===== config.mk =====
export PLATFORM = sky130hd
export DESIGN_NAME = sfr_stall_unit
export DESIGN_NICKNAME = d
export VERILOG_FILES = /design/src/rtl/sfr_stall_unit.sv
export SDC_FILE = /design/constraint.sdc
export NUM_CORES = 1
export LEC_CHECK = 0
export BUFFER_PORTS_ARGS = -buffer_cell sky130_fd_sc_hd__buf_2
export CELL_PAD_IN_SITES_DETAIL_PLACEMENT = 1
export CELL_PAD_IN_SITES_GLOBAL_PLACEMENT = 1
export CORE_AREA = 2 2 39 41
export DETAILED_ROUTE_END_ITERATION = 8
export DIE_AREA = 0 0 41 43
export HOLD_SLACK_MARGIN = 0.06
export PLACE_DENSITY_LB_ADDON = 0.08
export SLEW_MARGIN = 20
export SYNTH_ARGS = -nofsm -noshare
export SYNTH_HDL_FRONTEND = slang
export SYNTH_SLANG_ARGS = --single-unit

===== constraint.sdc =====
create_clock -name clk -period 2.9 [get_ports clk]
set_input_delay 0.58 -clock clk [delete_from_list [all_inputs] [get_ports clk]]
set_output_delay 0.58 -clock clk [all_outputs]
set_load 0.02 [all_outputs]

===== src/rtl/sfr_stall_unit.sv =====
module sfr_stall_unit #(
  parameter int PEN_SFR  = 1,
  parameter int PEN_FLAG = 2,
  parameter int PEN_SP   = 2
) (
  input  logic clk,
  input  logic rst_n,
  input  logic in_valid,
  input  logic prv_sfr_wr,
  input  logic prv_flag_upd,
  input  logic prv_sp_wr,
  input  logic nxt_sfr_rd,
  input  logic nxt_psw_rd,
  input  logic nxt_sp_adj,
  output logic stall,
  output logic issue
);

  localparam int PMAX_A = (PEN_SFR > PEN_FLAG) ? PEN_SFR : PEN_FLAG;
  localparam int PMAX   = (PMAX_A > PEN_SP) ? PMAX_A : PEN_SP;
  localparam int CW     = $clog2(PMAX + 1);

  logic          h_sfr, h_flag, h_sp;
  logic [CW-1:0] wait_q;
  logic [CW-1:0] p_sfr, p_flag, p_sp, p_ab, pen;
  logic          start;

  assign p_sfr  = (h_sfr  && (nxt_sfr_rd || nxt_psw_rd)) ? CW'(PEN_SFR)  : '0;
  assign p_flag = (h_flag && nxt_psw_rd)                  ? CW'(PEN_FLAG) : '0;
  assign p_sp   = (h_sp   && nxt_sp_adj)                  ? CW'(PEN_SP)   : '0;
  assign p_ab   = (p_sfr > p_flag) ? p_sfr : p_flag;
  assign pen    = (p_ab > p_sp) ? p_ab : p_sp;

  assign start = rst_n && in_valid && (wait_q == '0) && (pen != '0);
  assign stall = rst_n && ((wait_q != '0) || start);
  assign issue = rst_n && in_valid && !stall;

  always_ff @(posedge clk) begin
    if (!rst_n) begin
      h_sfr  <= 1'b0;
      h_flag <= 1'b0;
      h_sp   <= 1'b0;
      wait_q <= '0;
    end else begin
      h_sfr  <= issue && prv_sfr_wr;
      h_flag <= issue && prv_flag_upd;
      h_sp   <= issue && prv_sp_wr;
      if (start)
        wait_q <= pen - CW'(1);
      else if (wait_q != '0)
        wait_q <= wait_q - CW'(1);
    end
  end

  AST_GENERIC_STALL: assert property (@(posedge clk) disable iff (!rst_n)
    (in_valid && (nxt_sfr_rd || nxt_psw_rd) && $past(issue && prv_sfr_wr)) |-> stall);

  AST_FLAG_FIRST: assert property (@(posedge clk) disable iff (!rst_n)
    (in_valid && nxt_psw_rd && $past(issue && prv_flag_upd)) |-> stall);

  AST_FLAG_SECOND: assert property (@(posedge clk) disable iff (!rst_n)
    (in_valid && nxt_psw_rd && $past(issue && prv_flag_upd)) |=> stall);

  AST_SP_FIRST: assert property (@(posedge clk) disable iff (!rst_n)
    (in_valid && nxt_sp_adj && $past(issue && prv_sp_wr)) |-> stall);

  AST_SP_SECOND: assert property (@(posedge clk) disable iff (!rst_n)
    (in_valid && nxt_sp_adj && $past(issue && prv_sp_wr)) |=> stall);

  AST_GAP_CLEARS: assert property (@(posedge clk) disable iff (!rst_n)
    (!issue && !stall) |=> !stall);

  AST_NO_ISSUE_IDLE: assert property (@(posedge clk) disable iff (!rst_n)
    !in_valid |-> !issue);

  always_ff @(posedge clk)
    if (rst_n) AST_WAIT_BOUND: assert (wait_q < CW'(PMAX));

endmodule


======== Word level (Yosys, flattened, before mapping) ========
Index checks and enable logic that the tools add are counted.
Widths: inputs -> output; s select.
operators by class
  add/sub/neg operators ................... 2
  $mul .................................... 0
  divide/modulo/power cells ............... 0
  magnitude comparators ................... 2
  equality and inequality tests ........... 0
  shifts and indexed selects .............. 0
  mux-type cells .......................... 7
  bitwise operators ....................... 0
  reduce and logical (&&, ||, !) cells .... 18
operator list
  cell                 count
  $mux 2               6
  $logic_and 1x1->1    11
  $reduce_bool 2->1    3
  $sub 2x1->2 const B  2
  $gt 1x2->1           1
  $gt 2x2->1           1
  $logic_not 2->1      1
  $logic_or 1x1->1     2
  $logic_not 1->1      1
  $mux 1               1
storage, ports and cells
  bits in registers ....................... 5
  bits in latches ......................... 0
  RAM bits ................................ 0
  bits in read-only memories .............. 0
  bits of input ports ..................... 9
  output and inout bits ................... 2
  word-level logic and storage cells ...... 33
  memories ................................ 0

======== Logic depth before layout (Yosys ltp) ========
  depth after elaboration ................. 14
  gate-level depth with buffers ........... 7
  depth with buffers taken out ............ 7

======== Worst setup path before layout ========
No wires, ideal clock.
  path kind ............................... input-to-output
  start ................................... in nxt_psw_rd
  end ..................................... out stall
  arrival time ............................ 1.869 ns
  data required time ...................... 2.320 ns
  path slack .............................. 0.451 ns
  stages .................................. 5
  buffers on the path ..................... 0
  path through ............................ and2_4 > ha_1 > and3_2 > o32a_4 > o21ai_2
between the ends
  longest elaborated chain between the ends .. 11
  elaborated cells between the ends (all ways) .. 13
  those cells by class .................... 2 x order compare; 4 x mux; 7 x reduce/logical
ends and longest elaborated chain
  item                 RTL line  source
  start: declaration   13        input logic nxt_psw_rd,
  $logic_or 1x1->1     28        assign p_sfr = (h_sfr && (nxt_sfr_rd || nxt_psw_rd)) ? CW'(PEN_SFR) : '0;
  $logic_and 1x1->1    28
  $mux 1               28
  $gt 1x2->1           31        assign p_ab = (p_sfr > p_flag) ? p_sfr : p_flag;
  $mux 2 *             31
  $gt 2x2->1           32        assign pen = (p_ab > p_sp) ? p_ab : p_sp;
  $mux 2 *             32
  $reduce_bool 2->1 *  34        assign start = rst_n && in_valid && (wait_q == '0) && (pen != '0);
  $logic_and 1x1->1 *  34
  $logic_or 1x1->1 *   35        assign stall = rst_n && ((wait_q != '0) || start);
  $logic_and 1x1->1 *  35
  end: declaration     15        output logic stall,
Every way passes the cells marked *; elsewhere a longest branch is shown, timed or not.

======== Worst setup path in the final report ========
Ends and elaborated chain as after synthesis.

==> flow_metrics.env <==
export IMPL_clkSinkCount=5
export IMPL_syn_instance_count=36
export IMPL_avgSynthCellArea_sq_um=9.24
export IMPL_post_route_cell_area_sq_um=429
export IMPL_wl_per_cell_um=12.9
export IMPL_dr_total_vias=318
export IMPL_wirelength_um=851
export IMPL_dpl_hpwl_um=752
export IMPL_ys_warn_count=0
export IMPL_yosys_top_cells_area="dfxtp_1 30%, and3_2 6.8%, o32a_4 6.8%, a211oi_2 3.8%, and2_1 3.8%"
export IMPL_cp_num_buf_inv=2
export IMPL_final_core_util_pct=31.0
export IMPL_first_pass_iters=2
export IMPL_hold_buffers=0
export IMPL_grt_pass1_wl_um=1430
export IMPL_crit_path_top_delay_cell="ha_1"
export IMPL_fin_crit_sh_pct=94.0
export IMPL_grt_overflow_total=0
export IMPL_viasPerCell=4.82
export IMPL_setup_worst_path_end_class="output pin"
export IMPL_num_rows=14
export IMPL_die_y_um=43
export IMPL_hold_viol=0
export IMPL_cts_buffer_depth=2
export IMPL_worst_ep_arrival_time_ps=2150
export IMPL_ir_drop_mv=0.238
export IMPL_synthArstFlopShare_pct=0
export IMPL_htreeDepth=1
export IMPL_cts_resized=0
export IMPL_multi_input_area_sq_um=225
export IMPL_power_density_nw_per_um2=691
export IMPL_routabilityCongestion=0.652
export IMPL_syn2layout_area_growth_pct=28.9
export IMPL_worstPathMaxFanout=5
export IMPL_critPathMaxStageDelay_ps=350
export IMPL_final_setup_tns_ps=0
export IMPL_start_kind="primary input"
export IMPL_slew_viol_final=0
export IMPL_synth_edf_count=0
export IMPL_io_buffers=10
export IMPL_regArea_sq_um=100
export IMPL_dr_first_iter_drc_count=4
export IMPL_ant_nets=0
export IMPL_drv_cap=0
export IMPL_cts_tree="done"
export IMPL_synth_largest_area_cell="dfxtp_1"
export IMPL_fmax_mhz=367
export IMPL_drive_gt1_share_pct=48.0
export IMPL_die_w_um=41
export IMPL_initial_core_util_pct=24.1
export IMPL_cp_common_cell="buf_2"
export IMPL_synth_seq_cells=5
export IMPL_required_ps=2320
export IMPL_fin_nets=61
export IMPL_hp_class="in2reg"
export IMPL_diodes=0
export IMPL_die_area_sq_um=1760
export IMPL_synth_ff_type="dfxtp_1"
export IMPL_core_sq_um=1380
export IMPL_critPathTopFamily="compound AO/OA/AOI/OAI gates"
export IMPL_ios=11
export IMPL_timing_slew_headroom_pct=83.1
export IMPL_syn_nets=46
export IMPL_cts_buffers=3
export IMPL_leakage_nw=0.191
export IMPL_grt_use_total_pct=12.7
export IMPL_post_cts_buffers=0
export IMPL_postPlaceCellArea_sq_um=403
export IMPL_grt_setup_unrepaired="no"
export IMPL_antenna_found_initial=0
export IMPL_clock_latency_ps=240
export IMPL_fin_skew_ps=1.30
export IMPL_worst_pin_slew_ps=253
export IMPL_path_cells="buf_2, and2_4, ha_1, and3_2, o32a_4, o21ai_2, buf_2"
export IMPL_fill_cells=180
export IMPL_setup_viol=0
export IMPL_synth_commonest_cells="5 x dfxtp_1, 3 x and3_2"
export IMPL_fin_crit_ps=2730
export IMPL_grt_max_degree=8
export IMPL_drc=0
export IMPL_status="finished clean"
export IMPL_yosysMostFrequentCell="dfxtp_1"
export IMPL_grt_pass1_vias=341
export IMPL_ys_types=25
export IMPL_synth_top_area_share_pct=30.1
export IMPL_cts_root_buf="clkbuf_4"
export IMPL_yosysSeqAreaShare_pct=30.1
export IMPL_clk_pin_slew_ps=40
export IMPL_syn_area_sq_um=333
export IMPL_crit_type="in2out"
## per-stage QoR
| step | worst slack, ps | hold slack (ps) | std cells | total power, mW |
|---|---|---|---|---|
| floorplan | 451 | 557 | 36 | 0.184 |
| global placement | 218 | 582 | 62 | 0.214 |
| detailed placement | 159 | 613 | 62 | 0.221 |
| CTS | 158 | 560 | 66 | 0.303 |
| global route | 110 | 578 | 66 | 0.321 |
| finish | 174 | 563 | 66 | 0.297 |
## cell type report
type | instances | area share, %
Clock buffer | 4 | 6.12
Multi-Input combinational cell | 29 | 52.5
Inverter | 2 | 1.75
Tap cell | 16 | 4.66
Sequential cell | 5 | 23.3
Timing Repair Buffer | 10 | 11.7
## registers in the layout, summed over array words and instances, names as in the netlist
name and cells:
h_flag 1, h_sp 1, wait_q 2, h_sfr 1
## routing by layer
layer | vias to the layer above | track usage (%) | routed length (um)
li1 | 159 | - | -
met1 | 146 | 14.5 | 334
met2 | 11 | 19.7 | 458
met3 | 2 | 3.14 | 46
met4 | 0 | 8.00 | 12
met5 | - | 0 | 0
## cell families after synthesis
group | count (synthesis) | share of synthesized area [%]
adder cells (fa/ha/maj) | 1 | 3.76
flip-flops | 5 | 30.1
buffers and inverters | 2 | 2.26
AND/OR/NAND/NOR | 17 | 35.3
XOR/XNOR | 1 | 2.63
AO/OA/AOI/OAI | 10 | 25.9
## placed cells by master, fill, tap and decap left out, drive strengths merged
cell and n:
ha 1, and3 4, nand2 2, buf 10, inv 2, nor2 1
o21ai 3, a211oi 1, or2b 1, nand4 1, xor2 1, dfxtp 5
a21oi 2, clkbuf 4, nand3 1, and2 4, o32a 1, nand2b 2
o21a 1, and4bb 1, o22ai 1, a41oi 1
## where the power goes
part | internal [mW] | switching, mW
Clock | 0.0519 | 0.0273
Sequential | 0.0867 | 0.0118
Combinational | 0.0562 | 0.0627
## final timing paths
kind / start / end / slack (ps) / cells past startpoint
worst min-delay path: prv_sp_wr / h_sp$_SDFF_PN0_ / 560 / 2
worst max-delay path: nxt_psw_rd / stall / 170 / 7
worst min register to register: wait_q[0]$_SDFFE_PN0P_ / wait_q[0]$_SDFFE_PN0P_ / 620 / 2
worst max register to register: h_flag$_SDFF_PN0_ / wait_q[0]$_SDFFE_PN0P_ / 1140 / 6
Power figures use the tool's default switching activity.
